### src/rtl/bpre_pkg.sv
package bpre_pkg;
    localparam int CODE_W  = 4;
    localparam int SHIFT_W = 4;
    localparam int RATIO_W = 10;
    localparam int LOW_W   = CODE_W - 1;
    localparam int GAP_AT  = 1 << (LOW_W - 1);

    typedef logic [SHIFT_W-1:0] shift_t;
    typedef logic [RATIO_W-1:0] ratio_t;

    typedef struct packed {
        logic   pass;
        shift_t shift;
    } sel_t;

    function automatic sel_t decode_sel(input logic [CODE_W-1:0] code);
        sel_t s;
        logic [LOW_W-1:0] low;
        low = code[LOW_W-1:0];
        s.pass  = ~code[CODE_W-1];
        if (s.pass)
            s.shift = '0;
        else if (int'(low) >= GAP_AT)
            s.shift = SHIFT_W'(int'(low) + 2);
        else
            s.shift = SHIFT_W'(int'(low) + 1);
        return s;
    endfunction
endpackage

### src/rtl/bpre_decode.sv
module bpre_decode
    import bpre_pkg::*;
(
    input  logic [CODE_W-1:0] code_i,
    output shift_t            shift_o
);
    sel_t sel;
    always_comb begin
        sel     = decode_sel(code_i);
        shift_o = sel.shift;
    end

    always_comb begin
        if (!code_i[CODE_W-1]) assert (shift_o == '0);
    end
endmodule

### src/rtl/bpre_counter.sv
module bpre_counter
    import bpre_pkg::*;
(
    input  logic   clk,
    input  logic   rst,
    input  shift_t nxt_shift_i,
    output shift_t act_shift_o,
    output ratio_t cnt_o,
    output logic   tick_o
);
    ratio_t ratio;
    ratio_t cnt_q;
    shift_t act_q;

    always_comb begin
        ratio  = RATIO_W'(1) << act_q;
        tick_o = (cnt_q == ratio - RATIO_W'(1));
    end

    always_ff @(posedge clk) begin
        if (rst) begin
            cnt_q <= '0;
            act_q <= nxt_shift_i;
        end else if (tick_o) begin
            cnt_q <= '0;
            act_q <= nxt_shift_i;
        end else begin
            cnt_q <= cnt_q + RATIO_W'(1);
        end
    end

    assign act_shift_o = act_q;
    assign cnt_o       = cnt_q;

    p_cnt_in_range_r4: assert property (@(posedge clk) disable iff (rst)
        cnt_q < ratio);
    p_wrap_after_tick_r4: assert property (@(posedge clk) disable iff (rst)
        tick_o |=> (cnt_q == '0));
    p_shift_held_r5: assert property (@(posedge clk) disable iff (rst)
        !tick_o |=> $stable(act_q));
endmodule

### src/rtl/bpre_shape.sv
module bpre_shape
    import bpre_pkg::*;
(
    input  shift_t act_shift_i,
    input  ratio_t cnt_i,
    output logic   clk_div_o,
    output ratio_t ratio_o
);
    ratio_t half;
    always_comb begin
        ratio_o   = RATIO_W'(1) << act_shift_i;
        half      = ratio_o >> 1;
        clk_div_o = (act_shift_i == '0) ? 1'b1 : (cnt_i < half);
    end
endmodule

### src/rtl/bus_prescaler.sv
module bus_prescaler
    import bpre_pkg::*;
(
    input  logic               clk,
    input  logic               rst,
    input  logic [CODE_W-1:0]  div_code,
    output logic               tick_o,
    output logic               clk_div_o,
    output logic [RATIO_W-1:0] div_ratio_o
);
    shift_t nxt_shift;
    shift_t act_shift;
    ratio_t cnt;

    bpre_decode u_dec (
        .code_i  (div_code),
        .shift_o (nxt_shift)
    );

    bpre_counter u_cnt (
        .clk         (clk),
        .rst         (rst),
        .nxt_shift_i (nxt_shift),
        .act_shift_o (act_shift),
        .cnt_o       (cnt),
        .tick_o      (tick_o)
    );

    bpre_shape u_shp (
        .act_shift_i (act_shift),
        .cnt_i       (cnt),
        .clk_div_o   (clk_div_o),
        .ratio_o     (div_ratio_o)
    );

    p_pass_tick_r1: assert property (@(posedge clk) disable iff (rst)
        (div_ratio_o == RATIO_W'(1)) |-> tick_o);
    p_ratio_onehot_r7: assert property (@(posedge clk) disable iff (rst)
        $onehot(div_ratio_o));
    p_no_div32_r3: assert property (@(posedge clk) disable iff (rst)
        div_ratio_o != RATIO_W'(32));
    p_ratio_boundary_r5: assert property (@(posedge clk) disable iff (rst)
        !tick_o |=> $stable(div_ratio_o));
endmodule

### config.mk
export PLATFORM = sky130hd
export DESIGN_NAME = bus_prescaler
export DESIGN_NICKNAME = d
export VERILOG_FILES = /design/src/rtl/bpre_pkg.sv /design/src/rtl/bpre_decode.sv /design/src/rtl/bpre_counter.sv /design/src/rtl/bpre_shape.sv /design/src/rtl/bus_prescaler.sv
export SDC_FILE = /design/constraint.sdc
export NUM_CORES = 1
export LEC_CHECK = 0
export BUFFER_PORTS_ARGS = -buffer_cell sky130_fd_sc_hd__buf_2
export CAP_MARGIN = 0
export CORE_ASPECT_RATIO = 0.8
export CORE_MARGIN = 2
export CORE_UTILIZATION = 35
export DETAILED_ROUTE_END_ITERATION = 10
export PLACE_DENSITY_LB_ADDON = 0.15
export SLEW_MARGIN = 40
export SYNTH_ARGS = -nofsm -noshare
export SYNTH_HDL_FRONTEND = slang
export SYNTH_SLANG_ARGS = --single-unit
### constraint.sdc
create_clock -name clk -period 5.5 [get_ports clk]
set_input_delay 0.55 -clock clk [delete_from_list [all_inputs] [get_ports clk]]
set_output_delay 0.55 -clock clk [all_outputs]
set_load 0.02 [all_outputs]
# Word-level counts from Yosys, hierarchy flattened
# Cells that the tools add are included.
[word_totals]
register_bits = 14
inputBits = 6
out_inout_bits = 12
[op_classes]
add_sub_neg = 4
magnitude_cmp = 2
eq_ne = 1
n_shift = 1
n_mux = 5
reduce_logical = 3
[op_table]
columns = ["operator", "n"]
rows = [
  ["two-way mux 4 bit", 4],
  ["adder 10 x 1 -> 10 bit, second input constant", 1],
  ["== test 10 bit", 1],
  ["< comparator 10 x 9 -> 1 bit", 1],
  ["<< shifter 1 x 4 -> 10 bit, first input constant", 1],
  ["subtractor 10 x 1 -> 10 bit, second input constant", 1],
  ["adder 3 x 1 -> 4 bit, second input constant", 1],
  ["adder 3 x 2 -> 4 bit, second input constant", 1],
  ["logical NOT 4 bit", 1],
  [">= comparator 3 bit, second input constant", 1],
  ["nonzero test 2 bit", 1],
  ["OR reduction 2 bit", 1],
  ["two-way mux 1 bit", 1],
]

# Logic depth before layout (Yosys ltp)
[depth]
ltp_word = 5
ltp_mapped = 10
ltp_nobuf = 9

# By module
# A second synthesis with hierarchy kept.
[hier_totals]
hier_cells = 162
hier_area_um2 = 1410.1
[modules_own_cells]
columns = ["mod", "n_inst", "cells_each", "area_per_inst_um2", "seq_area_each_um2"]
rows = [
  ["bpre_counter", 1, 106, 996.0, 320.3],
  ["bpre_shape", 1, 43, 307.8, 0.0],
  ["bpre_decode", 1, 13, 106.4, 0.0],
]

# Worst setup path after synthesis
# OpenSTA, ideal clock, no wires.
[synth_timing]
path_type = "register -> output"
from = "register u_cnt.act_q[1], in the netlist u_cnt.act_shift_o[1]"
to = "output tick_o"
arrival_time_ns = 2.505
required_time_ns = 4.950
setup_slack_ns = 2.445
stages_incl_launch_ff = 9
cell_sequence = "edfxtp_1 > clkbuf_1 > nor2b_1 > nand2_1 > ha_1 > xnor2_1 > a2111o_1 > or3_1 > nor4_2"
[synth_via]
elab_chain_cells = 3
[synth_lines]
columns = ["element", "line_no", "rtl"]
rows = [
  ["start, declared", "bpre_counter.sv:13", "shift_t act_q;"],
  ["start signal, assigned", "bpre_counter.sv:23", "act_q <= nxt_shift_i;"],
  ["start signal, assigned", "bpre_counter.sv:26", "act_q <= nxt_shift_i;"],
  ["<< shifter 1 x 4 -> 10 bit", "bpre_counter.sv:16", "ratio = RATIO_W'(1) << act_q;"],
  ["subtractor 10 x 1 -> 10 bit", "bpre_counter.sv:17", "tick_o = (cnt_q == ratio - RATIO_W'(1));"],
  ["== test 10 bit", "bpre_counter.sv:17", ""],
  ["end, declared", "bus_prescaler.sv:7", "output logic tick_o,"],
]
# Every way passes these cells.

# Final worst setup path
# Ends and elaborated chain as after synthesis.

==> reports/metrics.csv <==
metric;value;unit
crit_fanout;16;
nets;196;
io_buffers;17;
cts_root_buf;clkbuf_8;
yosys_warnings;0;
leakage;0.000669;µW
fin_crit;3.36;ns
initial_core_util;0.366;
postCtsSetupRepairBufs;0;
cp.arrival;2.81;ns
ys_ff_latch;14;
grt_antenna_before_repair;0;
grt_pass1_wl;5.29;mm
hold_class;input pin to flop;
clockBufferDepth;2;
crit_type;flop to primary output;
max_slew.worst_pin.slew;0.719;ns
cts-resized-gates;0;
synthArstFlopShare;0;
vias_per_cell;5.23;
layout_commonest_cell;buf_2;
routedWlPerCell;13.2;µm
synth_seq_area_share;0.254;
grt_pass1_vias;1076;
r2r-start;u_cnt.act_shift_o[1];
setup_violations;0;
dpl_cell_area;1370;µm²
clk_pin_slew;0.06;ns
grt-ovfl-total;0;
ioPinCount;18;
vias;1146;
netlist_area;1260;µm²
antenna_left;0;
cts.sinks;14;
ys_types;41;
tns;0;ns
period_share;0.611;
gp_congestion;0.844;
start_kind;flop;
htreeDepth;1;
synth-main-ff-cell;dfxtp_1;
core_area;3450;µm²
mostFrequentLayoutCells;buf_2, a21oi_1, inv_1;
syn_nets;180;
rsz0062_at_grt;no;
die_w;71.1;µm
min_from;rst;
insertion_delay;0.24;ns
hold_viol_final;0;
drv_slew;0;
fin_util;0.411;
syn-instance-count;162;
end_kind;primary output;
diodes;0;
track_usage;0.161;
drt-total-wl;2.90;mm
dr.pass1.iters;4;
status;finished, final reports clean;
max_freq;297;MHz
skew;0.00271;ns
dieArea;4100;µm²
grt_max_degree;17;
hpwl;2.27;mm
powerDensity;192;nW/µm²
crit_path_start;u_cnt.act_shift_o[1];
required;4.95;ns
drc;0;
final_cell_area;1420;µm²
die_h;57.7;µm
syn_area_per_cell;7.78;µm²
cts_tree;done;
layout-drive-gt1-share;0.164;
cap_violations;0;
synth_enable_flop_cells;4;
drt_iter0_markers;94;
relSlewSlack;0.519;
ir_drop;0.0633;mV
area_growth;12.4;%
rows;19;
cts_made_buffers;3;
hold_buffers;0;
where the power goes:
group	switching (µW)	internal, µW
Combinational	36.8	26.8
Sequential	12.2	111
Clock	35.1	49.4
state kept, by name (all words and copies together), names as in the netlist:
name	cells
u_cnt.cnt_o	10
u_cnt.act_shift_o	4
cell type report:
cell class | instances | area, µm²
Clock buffer | 3 | 41.3
Clock inverter | 1 | 3.75
Fill cell | 358 | 2030
Inverter | 15 | 56.3
Multi-Input combinational cell | 126 | 850
Sequential cell | 14 | 320
Tap cell | 42 | 52.6
Timing Repair Buffer | 18 | 92.6
path summary, 6_finish.rpt:
path / end / slack, ns / cells past startpoint
min reg2reg: u_cnt.cnt_o[0] / 0.60 / 1
max reg2reg: u_cnt.act_shift_o[2] / 2.50 / 8
max: tick_o / 2.14 / 8
min: u_cnt.cnt_o[6] / 0.60 / 2
synth_stat cells (all sizes together), types with 2 or more instances:
library cell  count  area share
dfxtp            10        0.16
a21boi            2       0.012
nand2b            8       0.040
o21ai             5       0.020
nor2b             2      0.0099
nand2            14       0.044
nand4             2      0.0099
a21oi            15       0.060
xnor2             7       0.049
nor2             11       0.035
a211oi            6       0.036
buf               4       0.018
and2              3       0.015
inv              15       0.045
or3               2      0.0099
nor4              3       0.025
xor2              4       0.028
nand3             7       0.028
a21o              5       0.030
and3              3       0.015
clkbuf            3      0.0089
edfxtp            4       0.095
nor3              3       0.012
ha               12        0.12
metrics by stage:
step | hold WS (ns) | worst slack (ns) | total power, µW | std cells
CTS | 0.594 | 2.14 | 275 | 219
finish | 0.596 | 2.14 | 271 | 219
global route | 0.617 | 1.90 | 291 | 219
detailed placement | 0.602 | 2.41 | 188 | 215
global placement | 0.605 | 2.48 | 187 | 215
floorplan | 0.513 | 2.45 | 171 | 162
critical path, stage by stage (launching register included):
cell and delay (ns):
edfxtp_1 0.58, nor2b_1 0.32, nand2_1 0.12, ha_1 0.31, xnor2_1 0.13, a2111o_1 0.42, or3_1 0.37, nor4_2 0.12
buf_2 0.20
metal layers:
metal / share of wire / track usage
met1: 0.50 / 0.237
met2: 0.46 / 0.247
met3: 0.038 / 0.0313
met4: 0.0024 / 0.0350
met5: 0 / 0
cells by family after synthesis:
group,Yosys count,share of synthesized area
fa+ha+maj,12,0.119
simple gates,61,0.259
compound gates,42,0.219
flops,14,0.254
buf+inv,22,0.0715
xor+xnor,11,0.0765
Note: power is estimated with default switching activity, not from simulation.
